### config.mk
export PLATFORM = sky130hd
export DESIGN_NAME = tfs_status_classifier
export DESIGN_NICKNAME = d
export VERILOG_FILES = /design/src/rtl/tfs_pkg.sv /design/src/rtl/tfs_hdr_parse.sv /design/src/rtl/tfs_len_count.sv /design/src/rtl/tfs_status_classifier.sv
export SDC_FILE = /design/constraint.sdc
export NUM_CORES = 1
export LEC_CHECK = 0
export ABC_AREA = 0
export ABC_CLOCK_PERIOD_IN_PS = 8500
export BUFFER_PORTS_ARGS = -buffer_cell sky130_fd_sc_hd__buf_2
export CAP_MARGIN = 0
export CORE_AREA = 2 2 221 223
export CTS_CLUSTER_SIZE = 30
export DETAILED_ROUTE_END_ITERATION = 12
export DIE_AREA = 0 0 223 225
export GPL_TIMING_DRIVEN = 0
export MAX_ROUTING_LAYER = met4
export SYNTH_ARGS = -nofsm -noshare
export SYNTH_HDL_FRONTEND = slang
export SYNTH_SLANG_ARGS = --single-unit
### constraint.sdc
create_clock -name clk -period 8.5 [get_ports clk]
set_input_delay 0 -clock clk [delete_from_list [all_inputs] [get_ports clk]]
set_output_delay 0 -clock clk [all_outputs]
set_load 0.01 [all_outputs]
### src/rtl/tfs_pkg.sv
package tfs_pkg;
    localparam logic [15:0] TPID_CUST      = 16'h8100;
    localparam logic [15:0] TPID_SVC       = 16'h88A8;
    localparam logic [15:0] ETYPE_MAC_CTRL = 16'h8808;
    localparam logic [15:0] OPC_PAUSE      = 16'h0001;
    localparam logic [15:0] OPC_PRIO       = 16'h0101;
    localparam int BASE_HDR      = 14;
    localparam int TAG_BYTES     = 4;
    localparam int FCS_BYTES     = 4;
    localparam int MIN_PAYLOAD   = 46;
    localparam int MAX_LEN_FIELD = 1500;
    localparam int PARSE_BYTES   = 24;
    localparam int LEN_W         = 16;

    typedef logic [LEN_W-1:0] len_t;

    typedef struct packed {
        logic        bcast;
        logic        mcast;
        logic        ucast;
        logic [1:0]  tags;
        logic        ctrl;
        logic        pause;
        logic        pfc;
        logic [15:0] lentype;
    } hdr_t;

    typedef struct packed {
        logic pfc;
        logic ucast;
        logic mcast;
        logic bcast;
        logic pause;
        logic ctrl;
        logic vlan1;
        logic vlan2;
        len_t frame_len;
        len_t payload_len;
    } status_t;

    typedef struct packed {
        logic [3:0] rsv_hi;
        logic       len_err;
        logic       oversize;
        logic       rsv_lo;
    } err_t;

    function automatic len_t hdr_len(input logic [1:0] tags);
        return len_t'(BASE_HDR + TAG_BYTES * int'(tags));
    endfunction

    function automatic len_t sat_add(input len_t a, input len_t b);
        logic [LEN_W:0] s;
        s = {1'b0, a} + {1'b0, b};
        return s[LEN_W] ? '1 : s[LEN_W-1:0];
    endfunction
endpackage

### src/rtl/tfs_hdr_parse.sv
module tfs_hdr_parse
    import tfs_pkg::*;
#(
    parameter int BEAT_BYTES = 64
) (
    input  logic [BEAT_BYTES*8-1:0] beat,
    output hdr_t                    hdr
);
    logic [7:0] hb [PARSE_BYTES];

    for (genvar g = 0; g < PARSE_BYTES; g++) begin : g_lane
        assign hb[g] = beat[(BEAT_BYTES-1-g)*8 +: 8];
    end

    logic [15:0] tp_a, tp_b, opc;
    logic        dst_ones;

    always_comb begin
        tp_a     = {hb[12], hb[13]};
        tp_b     = {hb[16], hb[17]};
        dst_ones = &{hb[0], hb[1], hb[2], hb[3], hb[4], hb[5]};
        hdr       = '0;
        hdr.bcast = dst_ones;
        hdr.mcast = hb[0][0] & ~dst_ones;
        hdr.ucast = ~hb[0][0];
        if (tp_a == TPID_SVC || (tp_a == TPID_CUST && tp_b == TPID_CUST)) begin
            hdr.tags    = 2'd2;
            hdr.lentype = {hb[20], hb[21]};
            opc         = {hb[22], hb[23]};
        end else if (tp_a == TPID_CUST) begin
            hdr.tags    = 2'd1;
            hdr.lentype = {hb[16], hb[17]};
            opc         = {hb[18], hb[19]};
        end else begin
            hdr.tags    = 2'd0;
            hdr.lentype = tp_a;
            opc         = {hb[14], hb[15]};
        end
        hdr.ctrl  = (hdr.lentype == ETYPE_MAC_CTRL);
        hdr.pause = hdr.ctrl && (opc == OPC_PAUSE);
        hdr.pfc   = hdr.ctrl && (opc == OPC_PRIO);
    end
endmodule

### src/rtl/tfs_len_count.sv
module tfs_len_count
    import tfs_pkg::*;
#(
    parameter int BEAT_BYTES = 64,
    parameter int EMPTY_W    = $clog2(BEAT_BYTES)
) (
    input  logic               clk,
    input  logic               rst,
    input  logic               take,
    input  logic               sop,
    input  logic               eop,
    input  logic [EMPTY_W-1:0] empty,
    output len_t               total
);
    len_t acc_q, beat_cnt, base;

    always_comb begin
        beat_cnt = len_t'(BEAT_BYTES) - (eop ? len_t'(empty) : '0);
        base     = sop ? '0 : acc_q;
        total    = sat_add(base, beat_cnt);
    end

    always_ff @(posedge clk) begin
        if (rst)       acc_q <= '0;
        else if (take) acc_q <= total;
    end
endmodule

### src/rtl/tfs_status_classifier.sv
module tfs_status_classifier
    import tfs_pkg::*;
#(
    parameter int BEAT_BYTES   = 64,
    parameter int MAX_UNTAGGED = 1518,
    localparam int DATA_W      = BEAT_BYTES * 8,
    localparam int EMPTY_W     = $clog2(BEAT_BYTES)
) (
    input  logic               clk,
    input  logic               rst,
    input  logic               in_valid,
    input  logic               in_ready,
    input  logic               in_sop,
    input  logic               in_eop,
    input  logic [EMPTY_W-1:0] in_empty,
    input  logic [DATA_W-1:0]  in_data,
    output logic               stat_valid,
    output logic [39:0]        stat_word,
    output logic [6:0]         stat_err
);
    logic    take;
    hdr_t    hdr_now, hdr_q, hdr_use;
    len_t    total, hlen, pay, flen, limit;
    status_t st_d, st_q;
    err_t    er_d, er_q;

    assign take = in_valid & in_ready;

    tfs_hdr_parse #(.BEAT_BYTES(BEAT_BYTES)) u_parse (
        .beat (in_data),
        .hdr  (hdr_now)
    );

    tfs_len_count #(.BEAT_BYTES(BEAT_BYTES), .EMPTY_W(EMPTY_W)) u_count (
        .clk   (clk),
        .rst   (rst),
        .take  (take),
        .sop   (in_sop),
        .eop   (in_eop),
        .empty (in_empty),
        .total (total)
    );

    always_ff @(posedge clk) begin
        if (rst)                hdr_q <= '0;
        else if (take && in_sop) hdr_q <= hdr_now;
    end

    always_comb begin
        hdr_use = in_sop ? hdr_now : hdr_q;
        hlen    = hdr_len(hdr_use.tags);
        flen    = sat_add(total, len_t'(FCS_BYTES));
        pay     = (total > hlen) ? total - hlen : '0;
        limit   = len_t'(MAX_UNTAGGED) + len_t'(TAG_BYTES * int'(hdr_use.tags));

        st_d.pfc         = hdr_use.pfc;
        st_d.ucast       = hdr_use.ucast;
        st_d.mcast       = hdr_use.mcast;
        st_d.bcast       = hdr_use.bcast;
        st_d.pause       = hdr_use.pause;
        st_d.ctrl        = hdr_use.ctrl;
        st_d.vlan1       = (hdr_use.tags == 2'd1);
        st_d.vlan2       = (hdr_use.tags == 2'd2);
        st_d.frame_len   = flen;
        st_d.payload_len = pay;

        er_d          = '0;
        er_d.oversize = (flen > limit);
        er_d.len_err  = (hdr_use.lentype <= 16'(MAX_LEN_FIELD))
                     && (pay != hdr_use.lentype)
                     && !((hdr_use.lentype < 16'(MIN_PAYLOAD)) && (pay == len_t'(MIN_PAYLOAD)));
    end

    always_ff @(posedge clk) begin
        if (rst) begin
            stat_valid <= 1'b0;
            st_q       <= '0;
            er_q       <= '0;
        end else begin
            stat_valid <= take & in_eop;
            if (take && in_eop) begin
                st_q <= st_d;
                er_q <= er_d;
            end
        end
    end

    assign stat_word = st_q;
    assign stat_err  = er_q;


    valid_after_eop_chk: assert property (@(posedge clk) disable iff (rst)
        stat_valid |-> $past(in_valid && in_ready && in_eop));


    addr_class_onehot_chk: assert property (@(posedge clk) disable iff (rst)
        stat_valid |-> $countones(stat_word[38:36]) == 1);


    vlan_excl_chk: assert property (@(posedge clk) disable iff (rst)
        stat_valid |-> $onehot0(stat_word[33:32]));


    ctrl_subtype_chk: assert property (@(posedge clk) disable iff (rst)
        (stat_valid && (stat_word[39] || stat_word[35])) |-> stat_word[34]);


    frame_exceeds_payload_chk: assert property (@(posedge clk) disable iff (rst)
        stat_valid |-> stat_word[31:16] > stat_word[15:0]);


    oversize_floor_chk: assert property (@(posedge clk) disable iff (rst)
        (stat_valid && stat_err[1]) |-> stat_word[31:16] > len_t'(MAX_UNTAGGED));
endmodule

== After elaboration in Yosys (flattened, before gate mapping) ==
Index checks and enable logic that the tools add are counted.

* Input bits: 524
* Logic and storage cells: 70
* Output and inout port bits: 48
* Flip-flop bits (word level): 83

* Multiplexer cells: 12
* Bitwise operators: 5
* Add/sub/neg operators: 6
* Reductions and logical operators: 11
* $lt $le $gt $ge: 4
* Equality and inequality tests: 10

{| class="wikitable"
|+ Operator list
! kind !! count
|-
| 16-bit 2-to-1 mux || 8
|-
| 16-bit == test (second input constant) || 4
|-
| 48-bit AND reduction || 1
|-
| 24-bit 2-to-1 mux || 1
|-
| 16-bit by 16-bit adder with 17-bit output || 1
|-
| 16-bit by 3-bit adder with 17-bit output (second input constant) || 1
|-
| 16-bit by 1-bit == test with 1-bit output (second input constant) || 1
|-
| 16-bit by 6-bit == test with 1-bit output (second input constant) || 1
|-
| 16-bit by 9-bit == test with 1-bit output (second input constant) || 1
|-
| 16-bit by 12-bit > comparator with 1-bit output || 1
|-
| 16-bit by 5-bit > comparator with 1-bit output || 1
|-
| 16-bit by 11-bit less-or-equal comparator with 1-bit output (second input constant) || 1
|-
| 16-bit by 6-bit less-than comparator with 1-bit output (second input constant) || 1
|-
| 16-bit != test || 1
|-
| 16-bit by 5-bit subtractor with 16-bit output || 1
|-
| 7-bit by 16-bit subtractor with 16-bit output (first input constant) || 1
|-
| 11-bit by 4-bit adder with 12-bit output (first input constant) || 1
|-
| 1-bit logical AND || 8
|-
| 6-bit 2-to-1 mux || 1
|-
| 4-bit by 4-bit adder with 5-bit output (first input constant) || 1
|-
| 1-bit bitwise AND || 3
|-
| 2-bit by 1-bit == test with 1-bit output (second input constant) || 1
|-
| 2-bit == test (second input constant) || 1
|-
| 2-bit 2-to-1 mux || 1
|-
| 4 further kinds || 5
|}

== Longest topological paths before layout ==
Gate-level depths: netlist (run 1).

* Depth after elaboration: 14
* Mapped depth: 28
* Gate-level depth less buffers: 23

== Hierarchy ==
From an unflattened synthesis (run 1), not the netlist that was laid out.

* Cell total of the unflattened synthesis: 905
* Area total of the unflattened synthesis: 6720.2 sq um

{| class="wikitable"
|+ By module, submodules not included
! module !! times used !! sequential area each (sq um) !! cells an instance !! area an instance (sq um)
|-
| tfs_status_classifier || 1 || 1341.3 || 557 || 4274.1
|-
| tfs_len_count || 1 || 320.3 || 204 || 1557.7
|-
| tfs_hdr_parse || 1 || 0.0 || 144 || 888.4
|}

== Least setup slack after synthesis (run 1) ==
No wires, ideal clock.

* Path kind: input port to flip-flop
* Start: input port in_sop
* End: register er_q, in the netlist stat_err[2]
* Arrival: 5981 ps
* Required time: 8378 ps
* Stages on the path: 26
* Slack: 2397 ps
* Buffers on the path: 7
* Library setup time: 122 ps
* Cell sequence: clkbuf_1 -> clkbuf_1 -> buf_2 -> buf_1 -> buf_2 -> clkbuf_1 -> nor2b_1 -> ha_1 -> fa_1 -> a211oi_2 -> o21ai_1 -> nand2_1 -> nor2_1 -> clkbuf_1 -> or2_2 -> ha_1 -> a21o_1 -> a21oi_1 -> nand4_1 -> nor4_1 -> mux2i_1 -> xnor2_1 -> nand4_1 -> a31oi_1 -> nand4_1 -> a2bb2oi_1

* Word-level cells in the longest chain between the ends: 9
* Elaborated cells on any way between the ends: 16
* Those cells by class: add/sub (3); order compare (3); eq/ne (2); mux (4); reduce/logical (4)

{| class="wikitable"
|+ Ends and longest elaborated chain
! what !! RTL line !! source
|-
| from (decl) || tfs_status_classifier.sv:13 || <nowiki>input logic in_sop,</nowiki>
|-
| 16-bit 2-to-1 mux * || tfs_len_count.sv:19 || <nowiki>base = sop ? '0 : acc_q;</nowiki>
|-
| 16-bit by 16-bit adder with 17-bit output * || tfs_pkg.sv:54 || <nowiki>s = {1'b0, a} + {1'b0, b};</nowiki>
|-
| 16-bit 2-to-1 mux * || tfs_pkg.sv:55 || <nowiki>return s[LEN_W] ? '1 : s[LEN_W-1:0];</nowiki>
|-
| via total[3] || tfs_status_classifier.sv:23 || <nowiki>len_t total, hlen, pay, flen, limit;</nowiki>
|-
| 16-bit by 5-bit subtractor with 16-bit output or 16-bit by 5-bit > comparator with 1-bit output (tied branches) || tfs_status_classifier.sv:53 || <nowiki>pay = (total > hlen) ? total - hlen : '0;</nowiki>
|-
| 16-bit 2-to-1 mux * || tfs_status_classifier.sv:53 ||
|-
| 16-bit by 6-bit == test with 1-bit output || tfs_status_classifier.sv:71 || <nowiki>&& !((hdr_use.lentype < 16'(MIN_PAYLOAD)) && (pay == len_t'(MIN_PAYLOAD)));</nowiki>
|-
| 1-bit logical AND || tfs_status_classifier.sv:71 ||
|-
| 1-bit logical NOT || tfs_status_classifier.sv:71 ||
|-
| 1-bit logical AND * || tfs_status_classifier.sv:71 ||
|-
| to (signal assigned) || tfs_status_classifier.sv:83 || <nowiki>er_q <= er_d;</nowiki>
|-
| to (decl) || tfs_status_classifier.sv:25 || <nowiki>err_t er_d, er_q;</nowiki>
|}

Mark *: on every way through the listed nets, which the timed path passes. The rest lies on a longest branch.
A chain may end at the register's enable or synchronous reset.

== Worst setup path in the final report (run 1) ==
Ends and elaborated chain as after synthesis.

==> impl_results.md, run 1 <==
* Finished Core Util at roughly 18%
* DR pass1 iterations at 8
* Net count reported at finish at 1,618
* Critical Path Start Type: primary input
* Measured slew at the worst slew-check pin at 883.0 ps
* Class of the tightest hold or removal check: in -> reg
* Number of clock sinks at just over 80
* Area overhead of the layout relative to synthesis at 33.26%
* Maximum number of pins on one net before global-route repair at 14
* Core Box Area at between 0.04 and 0.05 sq mm
* Number of synthesized flops with an enable pin at 0
* Wire length of the first global-routing pass at ~42 mm
* Setup skew after layout at between 10 and 15 ps
* PnR Total Power at about 0.0012 W
* Via count of the routed design at between 7,000 and 8,000
* Unrepaired setup endpoints after global routing: false
* Worst hold margin at just over 70 ps
* Share of the synthesized area in the top cell type at a little over a quarter
* Overall track demand over capacity in global routing at 11.21%
* Number of buffers created by CTS at 9
* Top-count cell post-synth: nor2_1
* Synth Cell Area at approximately 0.0063 sq mm
* Post-route minimum period at about 7800 ps
* Library cell occupying the most area in the post-synthesis netlist: dfxtp_1
* GR Overflow Total at 0
* Outcome: finished, final reports clean
* Setup Total Neg Slack at 0 ps
* Number of rows in the core area at 80
* Power per cell area at between 100 and 150 mW/mm^2
* Worst Path Required at a little under 9000 ps
* Final GP Congestion at 0.9151
* # IOs at ~570
* Worst ir drop on vdd at 85.72 uV
* Hold Fails Final Rpt at 0
* Antenna diode count at 0
* Final worst-path cycle share at between 90% and 100%
* CP max FO at 10
* Vias in the first global route at around 7,200
* Top area cells in the synthesized netlist: dfxtp_1, nor2_1, a21oi_1, nand2_1, a211oi_1
* Path type of the worst setup path: in -> reg
* Die height at around 230 microns
* Fmax achieved at around 0.13 GHz
* Main synth FF type: dfxtp_1
* Drt wl/cell at about 17 microns
* Post CTS Setup Buffer Count at 0
* Clock tree from TritonCTS: yes
* Post-route ant nets at 0
* Chip width at between 200 and 250 microns
* Die area at about 0.05 sq mm
* Max-cap check violation count at 0
* Largest buffer count on any clock path at 2
* Synth warn at 0
* Cell variety after synth at 80
* Async set-or-reset flop fraction in the synthesized netlist at 0%
* Part of the Yosys area used for sequential elements at 26.20%
* Rel. slew slack at between 40% and 50%
* Worst path setup slack after routing at about 680 ps
* DR vias/cell at around 4.4
* Violation count after the first detailed-route iteration at between 500 and 600
* Number of max-slew violations in the final report at 0
* Post-synthesis average cell area at 7.375 sq um
* Setup violations, final at 0
* Arr. time, crit path at 8060 ps
* Initial core utilization at between 10% and 20%
* Worst setup timing slack at the placement stage at -197.8 ps
* Most common library cells after synthesis: nor2_1, nand2_1, dfxtp_1
* DRT Wirelength at around 28 mm
* Leakage Power at ~3.3 nW
* Post-route DRC violation count at 0
* Insertion delay of the later-clocked pin in the worst-skew pair at about 360 ps
* Clock-pin transition on the worst setup and hold timing paths at roughly 70 ps
* Antenna violations before repair at 0
* Post-synthesis instance total at 860
* Clock root buffer: clkbuf_16
* Placed wire-length estimate at ~23 mm
* H-tree lvl count at 3
* Count of buffers from port buffering at approximately 200
* Worst Setup End Kind: register
* Flop and latch count out of synthesis at 83
* Ratio of cells with drive above 1 in the final layout at between 20% and 30%
## per-layer routing
layer	vias to the layer above	track usage, %	part of all wire, %
met5	-	-	0
met4	0	2.620	1.4
met3	30	2.125	6.6
met2	310	17.69	46
met1	3545	14.78	46
li1	3603	-	-
## path summary, 6_finish.rpt
path | startpoint | to | slack (ps) | depth (start not counted)
worst min-delay path | in_data[338] | hdr_q[2] | 70 | 3
worst max register to register | u_count.acc_q[0] | stat_err[2] | 2450 | 19
worst max-delay path | in_sop | stat_err[2] | 680 | 26
worst min register to register | hdr_q[19] | hdr_q[19] | 450 | 2
## where the power goes
part           total [W]  leakage, nW  switching, W  internal (W)
clock           0.000422        0.156      0.000170      0.000253
combinational   0.000390         2.49      0.000242      0.000148
sequential      0.000416        0.676     0.0000104      0.000406
## logic make-up (layout without fill, tap and decap cells)
family	Yosys count	after routing	synth area share (%)
AND/OR/NAND/NOR	413	413	33.16
AO/OA/AOI/OAI	227	227	24.09
flip-flops	83	83	26.20
buffers and inverters	62	277	4.202
XOR/XNOR	33	33	4.557
multiplexers	21	21	3.551
adder cells (fa/ha/maj)	20	20	4.182
other	1	5	0.05913
## stage by stage
| stage | cell area [sq um] | cells |
|---|---|---|
| 2_1_floorplan | 6357 | 864 |
| 3_5_place_dp | 8113 | 1676 |
| 4_1_cts | 8437 | 1693 |
| 6_report | 8452 | 1694 |
| 3_3_place_gp | 8113 | 1676 |
| 5_1_grt | 8452 | 1694 |
## registers in the layout, indices dropped and copies added (netlist names)
name	count
hdr_q	24
stat_err	2
stat_valid	1
stat_word	40
u_count.acc_q	16
## cell usage in the layout, fill, tap and decap left out, types with 4 or more instances in the layout
cell / Yosys / layout
buf_2: 6 / 203
nor2_1: 130 / 130
nand2_1: 86 / 86
dfxtp_1: 83 / 83
a21oi_1: 73 / 73
clkbuf_1: 38 / 38
a211oi_1: 32 / 32
nor3_1: 30 / 30
nand3_1: 29 / 29
nand4_1: 29 / 29
xnor2_1: 21 / 21
a21o_1: 20 / 20
o21ai_0: 20 / 20
nor4_1: 19 / 18
ha_1: 18 / 18
nor2b_1: 17 / 17
a31oi_1: 14 / 14
xor2_1: 12 / 12
mux2i_1: 12 / 12
and3_1: 11 / 11
o211ai_1: 9 / 9
clkbuf_16: 0 / 9
mux2_2: 8 / 8
a311oi_1: 8 / 8
nand2b_1: 7 / 7
and2_1: 7 / 7
o21a_1: 7 / 7
inv_1: 7 / 7
buf_4: 5 / 6
nor3b_1: 5 / 5
or3_1: 5 / 5
or4_1: 5 / 5
conb_1: 1 / 5
or2_2: 4 / 4
o21ai_1: 4 / 4
buf_1: 4 / 4
nor4b_1: 4 / 4
a22oi_1: 4 / 4
## critical path: stages
cell,delay [ps]
buf_2,160
clkbuf_1,350
clkbuf_2,390
buf_2,280
buf_1,350
buf_2,290
clkbuf_1,600
nor2b_1,120
ha_1,250
fa_1,440
a211oi_2,420
o21ai_1,210
nand3_1,220
clkbuf_1,440
nand2b_1,350
fa_1,520
a21o_1,170
a21oi_1,420
nand4_1,280
nor4_2,470
mux2i_1,550
xnor2_1,180
nand4_1,110
a31oi_1,200
nand4_1,110
a2bb2oi_1,150
## cell type report
class / count / area [sq um]
plain buffers: 54 / 237.7
clock buffers: 13 / 270.3
clock inverters: 3 / 43.79
fillers: 5356 / 39090
inverters: 8 / 30.03
multi-input cells: 719 / 4436
flip-flops and latches: 83 / 1662
well taps: 615 / 769.5
repair buffers: 199 / 1003
## timing repair
item / in CTS / in global routing
gates resized for setup: 0 / 3
endpoints found under the setup margin: 0 / 1
hold buffers: 1 / 0
hold endpoints to repair: 2 / 0
Note: power is estimated with default switching activity, not from simulation.
==> run 2: changes to the inputs <==
--- a/config.mk
+++ b/config.mk
@@ -10,6 +10,7 @@
 export BUFFER_PORTS_ARGS = -buffer_cell sky130_fd_sc_hd__buf_2
 export CAP_MARGIN = 0
 export CORE_AREA = 2 2 221 223
+export CTS_BUF_LIST = sky130_fd_sc_hd__clkbuf_2
 export CTS_CLUSTER_SIZE = 30
 export DETAILED_ROUTE_END_ITERATION = 12
 export DIE_AREA = 0 0 223 225
==> run 2 against run 1 <==
Effect of this change: global-route usage rose by 0.13 points; worst setup slack got worse by 140 ps; wire length rose by 1.5%; sequential share of layout area fell by 0.38 points; sequential power barely moved; first-iteration DRC count rose by 9.8%; critical endpoint unchanged; largest cell class unchanged.
==> impl_results.md, run 2 (synthesis gave the netlist of run 1 again) <==
* Highest-delay cell along the critical path: clkbuf_1 (unchanged)
* Largest buffer count on any clock path at 2 (unchanged)
* Die height at 225 microns (unchanged)
* Maximum number of pins on one net before global-route repair at 14 (unchanged)
* Power per cell area at 119.9 mW/mm^2 (was 145.4 mW/mm^2)
* Clock root buffer: clkbuf_2 (was clkbuf_16)
* DR vias/cell at 4.459 (was 4.420)
* Largest stage delay, worst path at 620 ps (was 600 ps)
* Die area at 0.05018 sq mm (unchanged)
* Internal power consumption at 0.0006316 W (was 0.0008062 W)
* Initial core utilization at 13.34% (unchanged)
* Unrepaired setup endpoints after global routing: false (unchanged)
* Setup Total Neg Slack at 0 ps (unchanged)
* Setup slack of the worst register-to-register path at 2300 ps (was 2450 ps)
* Worst path bufs/invs at 8 (unchanged)
* Post-route non-filler standard cell count at 1,733 (was 1,694)
* Class of the tightest hold or removal check: in -> reg (unchanged)
* Core Box Area at 0.04755 sq mm (unchanged)
* Clock-pin transition on the worst setup and hold timing paths at 260 ps (was 70 ps)
* Setup skew after layout at 44.72 ps (was 11.62 ps)
* Critical Path Start Type: primary input (unchanged)
* # IOs at 572 (unchanged)
* Worst hold margin at 47.57 ps (was 72.36 ps)
* Wire length on met2 at 13.01 mm (was 12.86 mm)
* Top library cells by usage in the layout, fill and taps aside: buf_2, nor2_1, nand2_1, dfxtp_1, a21oi_1 (unchanged)
* Sequential share of power at 40.3% (was 33.9%)
* Vias in the first global route at 7,294 (was 7,173)
* Outcome: finished, final reports clean (unchanged)
* Total net switching power at 0.0004017 W (was 0.0004223 W)
* Path type of the worst setup path: in -> reg (unchanged)
* Clock tree from TritonCTS: yes (unchanged)
* Leakage Power at 3.396 nW (was 3.324 nW)
* Portion of total power attributed to combinational logic at 38.9% (was 31.8%)
* Number of buffers created by CTS at 9 (unchanged)
* Max-cap check violation count at 0 (unchanged)
* Ratio of cells with drive above 1 in the final layout at 22.56% (was 23.73%)
* Placed wire-length estimate at 23.28 mm (unchanged)
* Overall track demand over capacity in global routing at 11.34% (was 11.21%)
* Max FFs per register at 40 (unchanged)
* Net count reported at finish at 1,656 (was 1,618)
* Count of buffers from port buffering at 197 (unchanged)
* Number of max-slew violations in the final report at 0 (unchanged)
* CP max FO at 10 (unchanged)
* Antenna violations before repair at 1 (was 0)
* Worst Path Required at 9030 ps (was 8740 ps)
* Drt wl/cell at 16.43 microns (was 16.55 microns)
* Violation count after the first detailed-route iteration at 630 (was 574)
* Post-route ant nets at 0 (unchanged)
* Area overhead of the layout relative to synthesis at 35.88% (was 33.26%)
* Clock power share at 20.7% (was 34.4%)
* Hold Fails Final Rpt at 0 (unchanged)
* DR pass1 iterations at 5 (was 8)
* Worst ir drop on vdd at 54.01 uV (was 85.72 uV)
* Most common cell on crit path: clkbuf_1
* Setup violations, final at 0 (unchanged)
* Top Layer Used: met4 (unchanged)
* Via count of the routed design at 7,727 (was 7,488)
* Rel. slew slack at 34.63% (was 40.74%)
* Fillers at 5,359 (was 5,356)
* Measured slew at the worst slew-check pin at 974.1 ps (was 883.0 ps)
* Chip width at 223 microns (unchanged)
* Critical path's top delay family: buffers and inverters (unchanged)
* Post-route DRC violation count at 0 (unchanged)
* Most common library cell in the layout ignoring fill and taps: buf_2 (unchanged)
* Number of rows in the core area at 80 (unchanged)
* Cell Count Post-Placement at 1,676 (unchanged)
* Number of clock sinks at 83 (unchanged)
* Final worst-path cycle share at 93.74% (was 92.04%)
* GR Overflow Total at 0 (unchanged)
* Worst Setup End Kind: register (unchanged)
* H-tree lvl count at 3 (unchanged)
* Met3 Routed Length at 2.121 mm (was 1.856 mm)
* Finished Core Util at 18.13% (was 17.78%)
* Fmax achieved at 0.1255 GHz (was 0.1278 GHz)
* Fraction of power spent switching nets at 38.88% (was 34.38%)
* Insertion delay of the later-clocked pin in the worst-skew pair at 610 ps (was 360 ps)
* Final GP Congestion at 0.9151 (unchanged)
* DRT Wirelength at 28.47 mm (was 28.04 mm)
* Arr. time, crit path at 8500 ps (was 8060 ps)
* WL met1 at 12.84 mm (was 12.92 mm)
* Wire length of the first global-routing pass at 42.74 mm (was 42.13 mm)
* Post-route minimum period at 7968 ps (was 7823 ps)
[run 2: power by group through the flow]
stage | Combinational (W) | Clock, W | Sequential [W]
floorplan | 0.000235 | 0 | 0.000426
global placement | 0.000378 | 0 | 0.000424
detailed placement | 0.000382 | 0 | 0.000424
CTS | 0.000398 | 0.000218 | 0.000417
global route | 0.000438 | 0.000235 | 0.000420
finish | 0.000402 | 0.000214 | 0.000417
[run 2: repair_timing]
| action | CTS | global route |
|---|---|---|
| gates resized for setup | 0 | 0 |
| endpoints found under the hold margin | 26 | 0 |
| hold buffers | 39 | 0 |
| setup buffers | 0 | 0 |
[run 2: worst paths after layout]
kind,from,to,cells past startpoint
setup / recovery,in_sop,stat_err[2],26
hold / removal,in_ready,u_count.acc_q[14],4
setup reg to reg,u_count.acc_q[0],stat_err[2],19
hold reg to reg,stat_word[2],stat_word[2],2
[run 2: final cells by class]
type / count / area, sq um / area share (%)
clock inverters: 6 / 55.05 / 0.6388
repair buffers: 237 / 1384 / 16.06
well taps: 615 / 769.5 / 8.929
plain buffers: 54 / 236.5 / 2.744
diodes: 1 / 2.502 / 0.02904
multi-input cells: 719 / 4429 / 51.39
clock buffers: 10 / 50.05 / 0.5807
flip-flops and latches: 83 / 1662 / 19.28
inverters: 8 / 30.03 / 0.3484
[run 2: worst reg2reg max path, delay by kind of cell, from the launching register on]
family                   cells  cell delay, ps
AND/OR/NAND/NOR              7            1810
flip-flops                   1             360
multiplexers                 1             570
buffers and inverters        1             450
adder cells (fa/ha/maj)      3            1210
XOR/XNOR                     1             180
AO/OA/AOI/OAI                6            1560
[run 2: routing by layer]
| metal | vias up | global-route usage [%] |
|---|---|---|
| li1 | 3680 | - |
| met1 | 3655 | 14.92 |
| met2 | 363 | 18.01 |
| met3 | 29 | 1.982 |
| met4 | 0 | 2.771 |
| met5 | - | - |
[run 2: stage by stage]
step           worst slack, ps  area, sq um  total power (W)
3_3_place_gp            -160.6         8113        0.0008026
4_1_cts                  527.6         8608         0.001033
5_1_grt                  9.043         8618         0.001093
6_report                 532.4         8618         0.001033
3_5_place_dp            -197.8         8113        0.0008065
2_1_floorplan             2397         6357        0.0006605
==> run 3: changes to the inputs <==
--- a/config.mk
+++ b/config.mk
@@ -5,15 +5,15 @@
 export SDC_FILE = /design/constraint.sdc
 export NUM_CORES = 1
 export LEC_CHECK = 0
-export ABC_AREA = 0
+export ABC_AREA = 1
 export ABC_CLOCK_PERIOD_IN_PS = 8500
 export BUFFER_PORTS_ARGS = -buffer_cell sky130_fd_sc_hd__buf_2
 export CAP_MARGIN = 0
-export CORE_AREA = 2 2 221 223
+export CORE_AREA = 2 2 220 222
 export CTS_BUF_LIST = sky130_fd_sc_hd__clkbuf_2
 export CTS_CLUSTER_SIZE = 30
 export DETAILED_ROUTE_END_ITERATION = 12
-export DIE_AREA = 0 0 223 225
+export DIE_AREA = 0 0 222 224
 export GPL_TIMING_DRIVEN = 0
 export MAX_ROUTING_LAYER = met4
 export SYNTH_ARGS = -nofsm -noshare
==> constraint.sdc (replaced) <==
create_clock -name clk -period 8.5 [get_ports clk]
set_input_delay 1.7 -clock clk [delete_from_list [all_inputs] [get_ports clk]]
set_output_delay 1.7 -clock clk [all_outputs]
set_load 0.01 [all_outputs]
==> run 3 against run 2 <==
Effect of this change: global-route usage increased by 0.49 points; critical path type unchanged; highest routed layer unchanged; register-to-register slack improved by 1700 ps; sequential share of layout area decreased by 0.27 points; fmax increased by 22%; largest cell class unchanged.
==> impl_results.md, run 3 <==
* Area overhead of the layout relative to synthesis at 27.23% (was 35.88%)
* Most common cell on crit path: nor2_1 (was clkbuf_1)
* Final GP Congestion at 0.9597 (was 0.9151)
* Via count of the routed design at 8,148 (was 7,727)
* DR pass1 iterations at 5 (unchanged)
* H-tree lvl count at 3 (unchanged)
* Maximum number of pins on one net before global-route repair at 15 (was 14)
* # IOs at 572 (unchanged)
* Share of the synthesized area in the top cell type at 24.19% (was 26.20%)
* Violation count after the first detailed-route iteration at 590 (was 630)
* Flop and latch count out of synthesis at 83 (unchanged)
* Number of max-slew violations in the final report at 0 (unchanged)
* Largest stage delay, worst path at 550 ps (was 620 ps)
* Worst Setup End Kind: register (unchanged)
* Finished Core Util at 18.46% (was 18.13%)
* Core Box Area at 0.04735 sq mm (was 0.04755 sq mm)
* Critical Path Start Type: primary input (unchanged)
* Fmax achieved at 0.1533 GHz (was 0.1255 GHz)
* Post-layout instance area at 0.008741 sq mm (was 0.008618 sq mm)
* Post CTS Setup Buffer Count at 0 (unchanged)
* Post-route DRC violation count at 0 (unchanged)
* Worst ir drop on vdd at 51.66 uV (was 54.01 uV)
* GR Overflow Total at 0 (unchanged)
* Library cell occupying the most area in the post-synthesis netlist: dfxtp_1 (unchanged)
* DRT Wirelength at 28.96 mm (was 28.47 mm)
* Antenna violations before repair at 1 (unchanged)
* Worst path setup slack after routing at 1979 ps (was 532.4 ps)
* Async set-or-reset flop fraction in the synthesized netlist at 0% (unchanged)
* Post-route minimum period at 6521 ps (was 7968 ps)
* Highest-delay cell along the critical path: buf_1 (was clkbuf_1)
* Number of clock sinks at 83 (unchanged)
* Hold Fails Final Rpt at 0 (unchanged)
* Overall track demand over capacity in global routing at 11.83% (was 11.34%)
* Top area cells in the synthesized netlist: dfxtp_1, nand2_1, inv_1, o21ai_0, nor2_1 (was dfxtp_1, nor2_1, a21oi_1, nand2_1, a211oi_1)
* Most common library cells after synthesis: nand2_1, inv_1, nor2_1 (was nor2_1, nand2_1, dfxtp_1)
* Final worst-path cycle share at 76.72% (was 93.74%)
* Top library cells by usage in the layout, fill and taps aside: nand2_1, buf_2, inv_1, nor2_1, o21ai_0 (was buf_2, nor2_1, nand2_1, dfxtp_1, a21oi_1)
* Outcome: finished, final reports clean (unchanged)
* Worst path bufs/invs at 6 (was 8)
* Largest buffer count on any clock path at 2 (unchanged)
* Main synth FF type: dfxtp_1 (unchanged)
* Wire length of the first global-routing pass at 42.95 mm (was 42.74 mm)
* Die area at 0.04973 sq mm (was 0.05018 sq mm)
* Number of synthesized flops with an enable pin at 0 (unchanged)
* Max-cap check violation count at 0 (unchanged)
* Post-synthesis instance total at 1,170 (was 860)
* Post-route ant nets at 0 (unchanged)
* Area of the multi-input gates at 0.004289 sq mm (was 0.004429 sq mm)
* DR vias/cell at 4.066 (was 4.459)
* Cell variety after synth at 46 (was 80)
* Net count reported at finish at 1,927 (was 1,656)
* Number of buffers created by CTS at 9 (unchanged)
* Rel. slew slack at 41.22% (was 34.63%)
* Top-count cell post-synth: nand2_1 (was nor2_1)
* Chip width at 222 microns (was 223 microns)
* Unrepaired setup endpoints after global routing: false (unchanged)
* Critical path's top delay family: simple AND/OR/NAND/NOR gates (was buffers and inverters)
* Max FFs per register at 40 (unchanged)
* Part of the Yosys area used for sequential elements at 24.19% (was 26.20%)
* Worst Path Required at 9030 ps (about the same)
* Leakage Power at 4.526 nW (was 3.396 nW)
* Area after detailed placement at 0.008646 sq mm (was 0.008113 sq mm)
* Most common library cell in the layout ignoring fill and taps: nand2_1 (was buf_2)
* Initial core utilization at 14.51% (was 13.34%)
* Class of the tightest hold or removal check: reg -> reg (was in -> reg)
* Fillers at 5,583 (was 5,359)
* Clock tree from TritonCTS: yes (unchanged)
* Ratio of cells with drive above 1 in the final layout at 19.31% (was 22.56%)
* Worst setup timing slack at the placement stage at 1426 ps (was -197.8 ps)
* Count of buffers from port buffering at 198 (was 197)
* Post-synthesis average cell area at 5.872 sq um (was 7.375 sq um)
* Measured slew at the worst slew-check pin at 872.4 ps (was 974.1 ps)
* Clock root buffer: clkbuf_2 (unchanged)
* Arr. time, crit path at 7050 ps (was 8500 ps)
* Number of rows in the core area at 80 (unchanged)
* Placed wire-length estimate at 24.77 mm (was 23.28 mm)
* Setup Total Neg Slack at 0 ps (unchanged)
* Die height at 224 microns (was 225 microns)
* Number of cells upsized or downsized after cts at 0 (unchanged)
* Drt wl/cell at 14.45 microns (was 16.43 microns)
* Register cell area after layout at 0.001662 sq mm (unchanged)
* Insertion delay of the later-clocked pin in the worst-skew pair at 640 ps (was 610 ps)
* Power per cell area at 117.3 mW/mm^2 (was 119.9 mW/mm^2)
* Setup skew after layout at 41.33 ps (was 44.72 ps)
* Post-CTS Hold Buffers at 0 (was 39)
* Synth warn at 0 (unchanged)
* Setup violations, final at 0 (unchanged)
* Clock-pin transition on the worst setup and hold timing paths at 220 ps (was 260 ps)
* CP max FO at 10 (unchanged)
* Synth Cell Area at 0.006870 sq mm (was 0.006342 sq mm)
* Path type of the worst setup path: in -> reg (unchanged)
* Vias in the first global route at 7,482 (was 7,294)
[run 3: path summary, 6_finish.rpt]
kind / endpoint / startpoint / cells after the start / slack [ps]
worst max register to register: stat_err[2] / u_count.acc_q[0] / 30 / 3990
worst min register to register: hdr_q[21] / hdr_q[21] / 2 / 480
worst max-delay path: stat_err[2] / in_sop / 33 / 1980
worst min-delay path: hdr_q[21] / hdr_q[21] / 2 / 480
[run 3: per-stage QoR]
| stage | hold WS (ps) | instances | power, W |
|---|---|---|---|
| 4_1_cts | 475.5 | 2003 | 0.001029 |
| 3_3_place_gp | 453.0 | 1987 | 0.0008415 |
| 6_report | 475.1 | 2004 | 0.001025 |
| 2_1_floorplan | 433.8 | 1174 | 0.0006932 |
| 3_5_place_dp | 450.9 | 1987 | 0.0008406 |
| 5_1_grt | 502.4 | 2004 | 0.001099 |
[run 3: cell families after synthesis]
kind of cell / after synthesis / share of synthesized area [%]
xor gates and xnor gates: 20 / 2.550
buffers and inverters: 234 / 13.60
DFF: 83 / 24.18
adders and majority gates: 20 / 3.861
and+or+nand+nor: 599 / 38.88
other: 1 / 0.05458
AOI/OAI and AO/OA: 213 / 16.86
[run 3: routing by layer]
metal | vias up | global-route usage (%) | part of all wire [%]
met2 | 339 | 18.52 | 44
met1 | 3605 | 14.47 | 44
met5 | - | - | 0
li1 | 4168 | - | -
met4 | 0 | 4.185 | 3.1
met3 | 36 | 3.437 | 8.9
[run 3: worst reg2reg max path, delay by kind of cell (launching register included)]
kind,cells,cell delay [ps]
flops,1,360
simple gates,22,2310
compound gates,1,180
fa+ha+maj,3,1000
buf+inv,3,280
xor+xnor,1,290
[run 3: cell type report]
cell class              count  area share, %
clock buffers              10         0.5726
inverters                 192          8.245
well taps                 615          8.803
diodes                      1        0.02863
multi-input cells         857          49.07
flip-flops and latches     83          19.01
repair buffers            198          11.34
plain buffers              42          2.448
clock inverters             6         0.4867
[run 3: report_power, final]
part | total [W] | leakage (nW) | switching (W) | internal (W)
Sequential | 0.000420 | 0.679 | 0.00000955 | 0.000410
Combinational | 0.000417 | 3.79 | 0.000273 | 0.000145
Clock | 0.000188 | 0.0579 | 0.000149 | 0.0000394
Total | 0.00103 | 4.53 | 0.000431 | 0.000594
